`src/rtl/itc_pkg.sv`:
```
package itc_pkg;

  // Access views carried with every request
  typedef enum logic [2:0] {
    VW_PASS     = 3'd0,
    VW_STATUS   = 3'd1,
    VW_EF_BLOCK = 3'd2,
    VW_EF_POLL  = 3'd3,
    VW_PV_BLOCK = 3'd4,
    VW_PV_POLL  = 3'd5
  } itc_view_e;

  // Status word field positions (software decodes these)
  localparam int STS_DEPTH_LSB = 28;
  localparam int STS_FILL_LSB  = 18;
  localparam int STS_MODE_BIT  = 17;
  localparam int STS_T_BIT     = 16;
  localparam int STS_F_BIT     = 1;
  localparam int STS_E_BIT     = 0;
  localparam int STS_DEPTH_W   = 4;

endpackage

```
`src/rtl/itc_fifo_store.sv`:
```
module itc_fifo_store #(
  parameter int DEPTH = 8,
  parameter int WIDTH = 64,
  localparam int PTR_W = $clog2(DEPTH)
) (
  input  logic             clk,
  input  logic             rst_n,
  input  logic             wr_en,
  input  logic [PTR_W-1:0] wr_idx,
  input  logic [WIDTH-1:0] wr_data,
  input  logic [PTR_W-1:0] rd_idx,
  output logic [WIDTH-1:0] rd_data
);

  logic [DEPTH-1:0][WIDTH-1:0] mem_q;

  always_ff @(posedge clk) begin
    if (!rst_n) begin
      mem_q <= '0;
    end else begin
      for (int i = 0; i < DEPTH; i++) begin
        if (wr_en && (wr_idx == PTR_W'(i))) mem_q[i] <= wr_data;
      end
    end
  end

  assign rd_data = mem_q[rd_idx];

endmodule

```
`src/rtl/itc_wait_tracker.sv`:
```
module itc_wait_tracker #(
  parameter int THREADS = 8,
  localparam int TID_W = $clog2(THREADS)
) (
  input  logic               clk,
  input  logic               rst_n,
  input  logic               block_en,
  input  logic [TID_W-1:0]   block_tid,
  input  logic               wake_en,
  output logic               wake_valid,
  output logic [THREADS-1:0] wake_mask
);

  logic [THREADS-1:0] mask_q;

  always_ff @(posedge clk) begin
    if (!rst_n) begin
      mask_q     <= '0;
      wake_valid <= 1'b0;
      wake_mask  <= '0;
    end else begin
      wake_valid <= wake_en && (mask_q != '0);
      wake_mask  <= wake_en ? mask_q : '0;
      if (wake_en) mask_q <= '0;
      if (block_en) mask_q[block_tid] <= 1'b1;
    end
  end

  // a strobe always names at least one thread
  p_wake_names_thread_r7: assert property (@(posedge clk) disable iff (!rst_n)
    wake_valid |-> (wake_mask != '0));

  // releasing waiters empties the mask
  p_wake_drains_r7: assert property (@(posedge clk) disable iff (!rst_n)
    (wake_en && !block_en) |=> (mask_q == '0));

  // a stalled thread is remembered
  p_block_records_r6: assert property (@(posedge clk) disable iff (!rst_n)
    block_en |=> mask_q[$past(block_tid)]);

endmodule

```
`src/rtl/itc_cell.sv`:
```
module itc_cell
  import itc_pkg::*;
#(
  parameter int DEPTH_LOG2 = 3,
  parameter int WIDTH      = 64,
  parameter int THREADS    = 8,
  parameter int SEM_W      = 16
) (
  input  logic                       clk,
  input  logic                       rst_n,
  input  logic                       mode_fifo,
  input  logic                       req_valid,
  output logic                       req_ready,
  input  logic                       req_write,
  input  logic [2:0]                 req_view,
  input  logic [$clog2(THREADS)-1:0] req_tid,
  input  logic [WIDTH-1:0]           req_wdata,
  output logic                       rsp_valid,
  output logic [WIDTH-1:0]           rsp_rdata,
  output logic                       rsp_stall,
  output logic                       wake_valid,
  output logic [THREADS-1:0]         wake_mask
);

  localparam int DEPTH     = 1 << DEPTH_LOG2;
  localparam int PTR_W     = DEPTH_LOG2;
  localparam int CNT_W     = DEPTH_LOG2 + 1;
  localparam int TID_W     = $clog2(THREADS);
  localparam logic [CNT_W-1:0] FULL_CNT = CNT_W'(DEPTH);
  localparam logic [CNT_W-1:0] LAST_CNT = CNT_W'(DEPTH - 1);

  // Cell state
  logic             is_fifo_q;
  logic             tag_t_q, tag_e_q, tag_f_q;
  logic [CNT_W-1:0] cnt_q;
  logic [PTR_W-1:0] out_q;
  logic [SEM_W-1:0] sem_q;

  logic             tag_t_d, tag_e_d, tag_f_d;
  logic [CNT_W-1:0] cnt_d;
  logic [PTR_W-1:0] out_d;
  logic [SEM_W-1:0] sem_d;

  // Storage and waiter side
  logic             st_we;
  logic [PTR_W-1:0] st_widx;
  logic [WIDTH-1:0] st_rdata;
  logic             block_en;
  logic             wake_en;

  logic [WIDTH-1:0] rdata_d;
  logic             stall_d;
  logic [WIDTH-1:0] status_word;
  logic [PTR_W-1:0] push_idx, newest_idx;
  logic             blocking;
  itc_view_e        view;

  assign req_ready  = 1'b1;
  assign view       = itc_view_e'(req_view);
  assign push_idx   = out_q + cnt_q[PTR_W-1:0];
  assign newest_idx = out_q + cnt_q[PTR_W-1:0] - PTR_W'(1);
  assign blocking   = (view == VW_EF_BLOCK) || (view == VW_PV_BLOCK);

  always_comb begin
    status_word = '0;
    status_word[STS_DEPTH_LSB +: STS_DEPTH_W] = is_fifo_q ? STS_DEPTH_W'(DEPTH_LOG2) : '0;
    status_word[STS_FILL_LSB +: CNT_W] = cnt_q;
    status_word[STS_MODE_BIT] = is_fifo_q;
    status_word[STS_T_BIT]    = tag_t_q;
    status_word[STS_F_BIT]    = tag_f_q;
    status_word[STS_E_BIT]    = tag_e_q;
  end

  itc_fifo_store #(
    .DEPTH (DEPTH),
    .WIDTH (WIDTH)
  ) u_store (
    .clk     (clk),
    .rst_n   (rst_n),
    .wr_en   (st_we),
    .wr_idx  (st_widx),
    .wr_data (req_wdata),
    .rd_idx  (out_q),
    .rd_data (st_rdata)
  );

  itc_wait_tracker #(
    .THREADS (THREADS)
  ) u_waiters (
    .clk        (clk),
    .rst_n      (rst_n),
    .block_en   (block_en),
    .block_tid  (req_tid),
    .wake_en    (wake_en),
    .wake_valid (wake_valid),
    .wake_mask  (wake_mask)
  );

  // Access decode: one request per cycle, result applied at the next edge
  always_comb begin
    tag_t_d  = tag_t_q;
    tag_e_d  = tag_e_q;
    tag_f_d  = tag_f_q;
    cnt_d    = cnt_q;
    out_d    = out_q;
    sem_d    = sem_q;
    st_we    = 1'b0;
    st_widx  = push_idx;
    rdata_d  = '0;
    stall_d  = 1'b0;
    block_en = 1'b0;
    wake_en  = 1'b0;

    if (req_valid) begin
      case (view)
        VW_PASS: begin
          if (req_write) begin
            if (is_fifo_q && (cnt_q != '0)) begin
              st_we   = 1'b1;
              st_widx = newest_idx;
            end
          end else begin
            rdata_d = is_fifo_q ? st_rdata : WIDTH'(sem_q);
          end
        end

        VW_STATUS: begin
          if (req_write) begin
            tag_t_d = req_wdata[STS_T_BIT];
            tag_e_d = req_wdata[STS_E_BIT];
            tag_f_d = req_wdata[STS_F_BIT];
            if (req_wdata[STS_E_BIT]) cnt_d = '0;
          end else begin
            rdata_d = status_word;
          end
        end

        VW_EF_BLOCK, VW_EF_POLL: begin
          if (is_fifo_q) begin
            if (!req_write) begin
              tag_f_d = 1'b0;
              if (blocking && tag_e_q) begin
                stall_d  = 1'b1;
                block_en = 1'b1;
              end else begin
                wake_en = 1'b1;
                if (cnt_q != '0) begin
                  rdata_d = st_rdata;
                  out_d   = out_q + PTR_W'(1);
                  cnt_d   = cnt_q - CNT_W'(1);
                end
                if (cnt_q <= CNT_W'(1)) tag_e_d = 1'b1;
              end
            end else begin
              tag_e_d = 1'b0;
              if (blocking && tag_f_q) begin
                stall_d  = 1'b1;
                block_en = 1'b1;
              end else begin
                wake_en = 1'b1;
                if (cnt_q < FULL_CNT) begin
                  st_we = 1'b1;
                  cnt_d = cnt_q + CNT_W'(1);
                end
                if (cnt_q >= LAST_CNT) tag_f_d = 1'b1;
              end
            end
          end
        end

        VW_PV_BLOCK, VW_PV_POLL: begin
          if (!is_fifo_q) begin
            if (req_write) begin
              if (sem_q != '1) sem_d = sem_q + SEM_W'(1);
              wake_en = 1'b1;
            end else begin
              rdata_d = WIDTH'(sem_q);
              if (sem_q != '0) begin
                sem_d = sem_q - SEM_W'(1);
              end else if (blocking) begin
                stall_d  = 1'b1;
                block_en = 1'b1;
              end
            end
          end
        end

        default: ;
      endcase
    end
  end

  always_ff @(posedge clk) begin
    if (!rst_n) begin
      is_fifo_q <= mode_fifo;
      tag_t_q   <= 1'b0;
      tag_e_q   <= mode_fifo;
      tag_f_q   <= 1'b0;
      cnt_q     <= '0;
      out_q     <= '0;
      sem_q     <= '0;
      rsp_valid <= 1'b0;
      rsp_rdata <= '0;
      rsp_stall <= 1'b0;
    end else begin
      tag_t_q   <= tag_t_d;
      tag_e_q   <= tag_e_d;
      tag_f_q   <= tag_f_d;
      cnt_q     <= cnt_d;
      out_q     <= out_d;
      sem_q     <= sem_d;
      rsp_valid <= req_valid;
      rsp_rdata <= rdata_d;
      rsp_stall <= stall_d;
    end
  end

  // one response beat per accepted request, in the next cycle
  p_rsp_follows_req_r12: assert property (@(posedge clk) disable iff (!rst_n)
    req_valid |=> rsp_valid);
  p_no_spurious_rsp_r12: assert property (@(posedge clk) disable iff (!rst_n)
    !req_valid |=> !rsp_valid);
  p_stall_with_rsp_r12: assert property (@(posedge clk) disable iff (!rst_n)
    rsp_stall |-> rsp_valid);

  // the fill count never passes capacity, and reaching it sets F
  p_fill_bound_r4: assert property (@(posedge clk) disable iff (!rst_n)
    cnt_q <= FULL_CNT);
  p_full_on_fill_r4: assert property (@(posedge clk) disable iff (!rst_n)
    $rose(cnt_q == FULL_CNT) |-> tag_f_q);

  // draining to zero leaves E set
  p_empty_on_drain_r5: assert property (@(posedge clk) disable iff (!rst_n)
    ((cnt_q == '0) && ($past(cnt_q) != '0)) |-> tag_e_q);

  // the semaphore holds at its ceiling
  p_sem_ceiling_r9: assert property (@(posedge clk) disable iff (!rst_n)
    ((sem_q == '1) && req_valid && req_write && !is_fifo_q &&
     ((view == VW_PV_BLOCK) || (view == VW_PV_POLL))) |=> (sem_q == '1));

  // a stalled access never releases waiters
  p_stall_no_wake_r6: assert property (@(posedge clk) disable iff (!rst_n)
    rsp_stall |-> !wake_valid);

endmodule

```
`config.mk`:
```
export PLATFORM = sky130hd
export DESIGN_NAME = itc_cell
export DESIGN_NICKNAME = d
export VERILOG_FILES = /design/src/rtl/itc_pkg.sv /design/src/rtl/itc_fifo_store.sv /design/src/rtl/itc_wait_tracker.sv /design/src/rtl/itc_cell.sv
export SDC_FILE = /design/constraint.sdc
export NUM_CORES = 1
export LEC_CHECK = 0
export ABC_AREA = 1
export CORE_ASPECT_RATIO = 2
export CORE_UTILIZATION = 64
export CTS_CLUSTER_SIZE = 24
export DETAILED_ROUTE_END_ITERATION = 10
export DONT_BUFFER_PORTS = 1
export GPL_TIMING_DRIVEN = 1
export PLACE_DENSITY = 0.86
export SYNTH_ARGS = -nofsm -noshare
export SYNTH_HDL_FRONTEND = slang
export SYNTH_SLANG_ARGS = --single-unit
```
`constraint.sdc`:
```
create_clock -name clk -period 3.4 [get_ports clk]
set_input_delay 0.85 -clock clk [delete_from_list [all_inputs] [get_ports clk]]
set_output_delay 0.85 -clock clk [all_outputs]
set_load 0.02 [all_outputs]
```
# After elaboration in Yosys (flattened, before gate mapping)
# Cells that the tools add are included.
# op_classes
n_lt_le_gt_ge	6
bitwise	4
reduce_logical	31
mux	74
n_addsub	7
n_eq_ne	28
# ops
cell	n
$mux 64	7
$pmux 64 s4	1
$bmux 64 s3	1
$mux 16	5
$mux 1	36
$mux 4	8
$mux 30	1
$mux 8	3
$ne 3x3->1 const B	7
$eq 3x3->1 const B	6
$reduce_and 6->1	3
$add 16x1->16 const B	1
$ne 16x16->1 const B	1
$reduce_bool 16->1	1
$sub 16x1->16 const B	1
$logic_and 1x1->1	13
$eq 3x2->1 const B	4
$mux 3	4
$pmux 1 s2	5
$reduce_and 9->1	1
$lt 3x4->1 const B	2
$ne 4x4->1 const B	2
$or 8x8->8	1
$pmux 4 s2	1
25 further kinds	35
# totals
reg_bits	622
out_inout_bits	76
elab_cells	171

# Logic depth before layout (Yosys ltp)
# logic_depth
word_depth	12
depth_mapped	19
depth_no_buf	15

# Cells and area by module
# From an unflattened synthesis, not the netlist that was laid out.
# unflattened
hier_cells	4728
hier_area_um2	30098.9
# by_module_without_submodules
module	area_per_inst_um2	seq_area_each_um2	cells_per_inst	n_inst
itc_fifo_store	24564.8	10249.8	3937	1
itc_cell	4943.5	1881.8	712	1
itc_wait_tracker	590.6	340.3	79	1

# Least setup slack after synthesis
# No wires, ideal clock.
# synth_path
path_type	reg2reg
start	reg out_q[1]
end	reg u_store.mem_q[43] (netlist name)
setup_ns	0.113
arrival_ns	2.852
setup_slack_ns	0.436
period_less_slack_ns	2.964
stages_incl_launch_ff	15
path_cell_list	dfxtp_1 -> clkbuf_1 -> inv_1 -> clkbuf_1 -> clkbuf_1 -> fa_1 -> ha_1 -> nand3b_1 -> nand2_1 -> nor2_1 -> clkbuf_1 -> buf_2 -> nand4_1 -> nand2_1 -> nor2_1
# synth_between
elab_chain_len	8
# synth_rtl
item	line	text
start, declared	itc_cell.sv:36	logic [PTR_W-1:0] out_q;
start signal, assigned	itc_cell.sv:210	out_q <= out_d;
$add 3x3->3 (*)	itc_cell.sv:60, itc_cell.sv:61	
$sub 3x1->3	itc_cell.sv:61	assign newest_idx = out_q + cnt_q[PTR_W-1:0] - PTR_W'(1);
$mux 3	itc_cell.sv:118	if (is_fifo_q && (cnt_q != '0)) begin
$mux 3	itc_cell.sv:117	if (req_write) begin
$mux 3	itc_cell.sv:115	case (view)
$mux 3 (*)	itc_cell.sv:114	if (req_valid) begin
$logic_not 3->1 (*)	itc_fifo_store.sv:22	if (wr_en && (wr_idx == PTR_W'(i))) mem_q[i] <= wr_data;
$logic_and 1x1->1 (*)	itc_fifo_store.sv:22	
end signal, assigned by index	itc_fifo_store.sv:22	
end, declared	itc_fifo_store.sv:15	logic [DEPTH-1:0][WIDTH-1:0] mem_q;
# Every way passes the cells marked *; elsewhere a longest branch is shown, timed or not.
# A chain may end at the register's enable or synchronous reset.

# Worst setup path after layout
# layout_path
start	reg cnt_q[0]
end	reg u_store.mem_q[253] (netlist name)
# layout_between
elab_chain_len	8
# layout_rtl
item	line	text
start, declared	itc_cell.sv:35	logic [CNT_W-1:0] cnt_q;
start signal, assigned	itc_cell.sv:209	cnt_q <= cnt_d;
$add 3x3->3 (tied with other cells)	itc_cell.sv:60, itc_cell.sv:61	
$sub 3x1->3 (tied with other cells)	itc_cell.sv:61	
$mux 3 or $mux 1 (tied branches)	itc_cell.sv:118, itc_cell.sv:156	
$mux 3 or $mux 1 (tied branches)	itc_cell.sv:117, itc_cell.sv:140	
$mux 3 or $mux 1 (tied branches)	itc_cell.sv:115, itc_cell.sv:139	
$mux 3 or $pmux 1 s2 (tied branches)	itc_cell.sv:114, itc_cell.sv:115	
$eq 3x2->1 or $mux 1 (tied branches)	itc_fifo_store.sv:22, itc_cell.sv:114	
$logic_and 1x1->1 (*)	itc_fifo_store.sv:22	
# Marked as above.

==> metrics <==
pre-CTS WS=0.329 ns; pins over their slew limit=219; area leader, netlist=dfxtp_1; switching share of power=23.1%; final hold vios=0; FF+latch count, synth=622; Synth top area share=41.1%; CP arrival=3.60 ns; Synth top cells by count=1,440 x nor2_1, 707 x nand2_1, 620 x dfxtp_1, 337 x nand3_1, 316 x o21ai_0; pin count of the biggest net entering global routing=541; Finished Cell Area=0.0318 sq mm; gr usage total=37.6%; failing checks=max-slew violations; Setup Skew=0.0122 ns; Resized cells post-CTS=0; core area=0.0467 sq mm; Lkg Pwr=12.9 nW; count leader, synth=nor2_1; f_max=324 MHz; DRC Markers=0; Core Util, Final=68.2%; WL final=91,700 um; total CTS buffers=53; CTS Sinks=622; Main synth FF type=dfxtp_1; first-pass GRT wire length=145,000 um; CP Class=flop to flop; top post-synthesis cells by area=dfxtp_1 41%, nor2_1 18%, nand2_1 8.8%; Reg clk slew, reported paths=0.07 ns; worst min-delay path class=primary input to flop; worst reg2reg path depth=11; CTS Root Cell=clkbuf_16; TritonCTS clock tree=done; Final setup violation count=0; GR Overflow Total=0; Mean Syn Cell Area=6.72 sq um; Post CTS Setup Buffer Count=0; die span in x=156 um; VDD IR max=0.000495 V; status=finished with violations; setup TNS=0 ns; sequential fraction of the synthesis area=41.3%; switching power total=3.31 mW; power density over the cells=450 mW/mm^2; Starting DRT DRC Count=4,011; area grow syn2layout=5.38%; Worst Path Required=3.91 ns; Final HPWL DP=49,600 um; crit-path max FO=64; sequential share of power=51.2%; Combinational Power Share=4.9%; min cycle time layout=3.09 ns; Vias/cell=6.10; fin worst setup slack=0.311 ns; ys async rst share=0%; Crit. End Element=flop; Initial DRT Pass Iterations=7; max-cap check violation count=0; Critical Path Start Type=flop; Distinct cells, synth=41; deepest clock path buffer count=3; worst-margin pin slew=1.85 ns; final worst-path cycle share=90.9%; global placement routability congestion=0.943; Vias=30,100; Ys Warns=0; RSZ-0062 raised after global routing=no; Skew-Pair Late Insertion Delay=0.60 ns; worst relative slew slack=-23.1%; WHS Path Cells=0; synthesized area=0.0302 sq mm; placed cell areas=0.0300 sq mm; initial antenna violation count=13; Die Ht=309 um; Internal Power=11.0 mW; Post-synth EDFFs=2; H-tree depth=2; share of cells above drive strength 1=4.54%; I/O Buffers=0; vias in the first global route=28,100; Starting Density=64.7%; post-route ant nets=0; row cnt=112; Syn Inst Count=4,496; Clk pwr share=43.9%; Final #Nets=4,353; IO Count=151; Post-CTS Hold Fix Bufs=0; post-synth net total=4,597; Avg WL per Cell=18.6 um; minimum hold slack=0.345 ns; DIE AREA=0.0481 sq mm
==> critical path, stage by stage, from the launching register on <==
cell and delay, ns:
dfxtp_1 0.44, ha_1 0.18, inv_1 0.04, fa_1 0.49, ha_1 0.31, nand3b_1 0.16
nand2_1 0.22, nand2_1 0.28, nor2_8 0.18, buf_12 0.39, nor2_1 0.12, nor2_1 0.18
==> final cells by class <==
cell class | instances | area [sq um]
sequential | 622 | 12500
timing repair buffer | 75 | 913
tap | 627 | 785
inverter | 147 | 561
antenna | 13 | 32.5
fill | 4004 | 14800
clock inverter | 21 | 224
multi-input combinational | 3353 | 15300
clock buffer | 75 | 1550
==> power by group through the flow <==
stage               sequential [mW]  combinational (mW)  clock [mW]
finish                         7.34               0.705        6.29
global route                   7.34               0.751        6.58
CTS                            7.34               0.665        6.32
detailed placement             7.51               0.659           0
global placement               7.51               0.650           0
floorplan                      7.50               0.579           0
==> per-stage QoR <==
stage | std cells | power (mW)
after floorplan | 4496 | 8.08
after CTS | 4920 | 14.3
after global routing | 4933 | 14.7
after global placement | 4824 | 8.16
after detailed placement | 4824 | 8.17
final | 4933 | 14.3
==> state kept, by name, summed over array words and instances, names as in the netlist, 3 cells and up <==
signal,count
cnt_q,4
out_q,3
rsp_rdata,64
sem_q,16
u_store.mem_q,512
u_waiters.mask_q,8
u_waiters.wake_mask,8
==> final timing paths <==
| check | from | endpoint | slack [ns] |
|---|---|---|---|
| hold reg to reg | u_waiters.mask_q[2] | u_waiters.wake_mask[2] | 0.45 |
| setup / recovery | cnt_q[0] | u_store.mem_q[253] | 0.31 |
| setup reg to reg | cnt_q[0] | u_store.mem_q[253] | 0.31 |
| hold / removal | mode_fifo | is_fifo_q | 0.35 |
==> kinds of logic (layout without fill, tap and decap cells) <==
logic type / after synthesis / in the layout / share of synthesized area (%)
AND/OR/NAND/NOR: 2795 / 2795 / 39.1
flip-flops: 622 / 622 / 41.3
buffers and inverters: 521 / 318 / 8.31
AO/OA/AOI/OAI: 519 / 519 / 9.84
adder cells (fa/ha/maj): 26 / 26 / 1.13
XOR/XNOR: 12 / 12 / 0.348
other: 1 / 14 / 0.0124
==> metal layers <==
metal | share of wire (%) | wire [um] | GRT usage [%] | vias up
met4 | 6.3 | 5750 | 26.0 | 0
li1 | - | - | - | 14200
met2 | 50 | 45400 | 65.1 | 1651
met3 | 8.8 | 8100 | 5.95 | 412
met1 | 35 | 32400 | 42.0 | 13800
met5 | 0 | 0 | 0 | -
==> layout by cell type, fill, tap and decap left out, types with 2 or more instances in the layout <==
| cell type | count |
|---|---|
| a21oi_1 | 56 |
| a31oi_1 | 5 |
| buf_12 | 28 |
| buf_4 | 47 |
| bufinv_16 | 4 |
| clkbuf_1 | 9 |
| clkbuf_16 | 54 |
| clkbuf_8 | 12 |
| clkinv_2 | 11 |
| clkinvlp_4 | 4 |
| dfxtp_1 | 617 |
| dfxtp_4 | 3 |
| diode_2 | 13 |
| edfxtp_1 | 2 |
| fa_1 | 2 |
| ha_1 | 24 |
| inv_1 | 142 |
| inv_2 | 3 |
| nand2_1 | 707 |
| nand3_1 | 337 |
| nand3b_1 | 3 |
| nand4_1 | 259 |
| nor2_1 | 1435 |
| nor2_2 | 2 |
| nor2_4 | 7 |
| nor2_8 | 8 |
| nor3_1 | 25 |
| nor4_1 | 3 |
| o211ai_1 | 27 |
| o21ai_0 | 315 |
| o221ai_1 | 57 |
| o22ai_1 | 54 |
| or2_2 | 4 |
| xnor2_1 | 2 |
| xor2_1 | 10 |
Power figures use the tool's default switching activity.
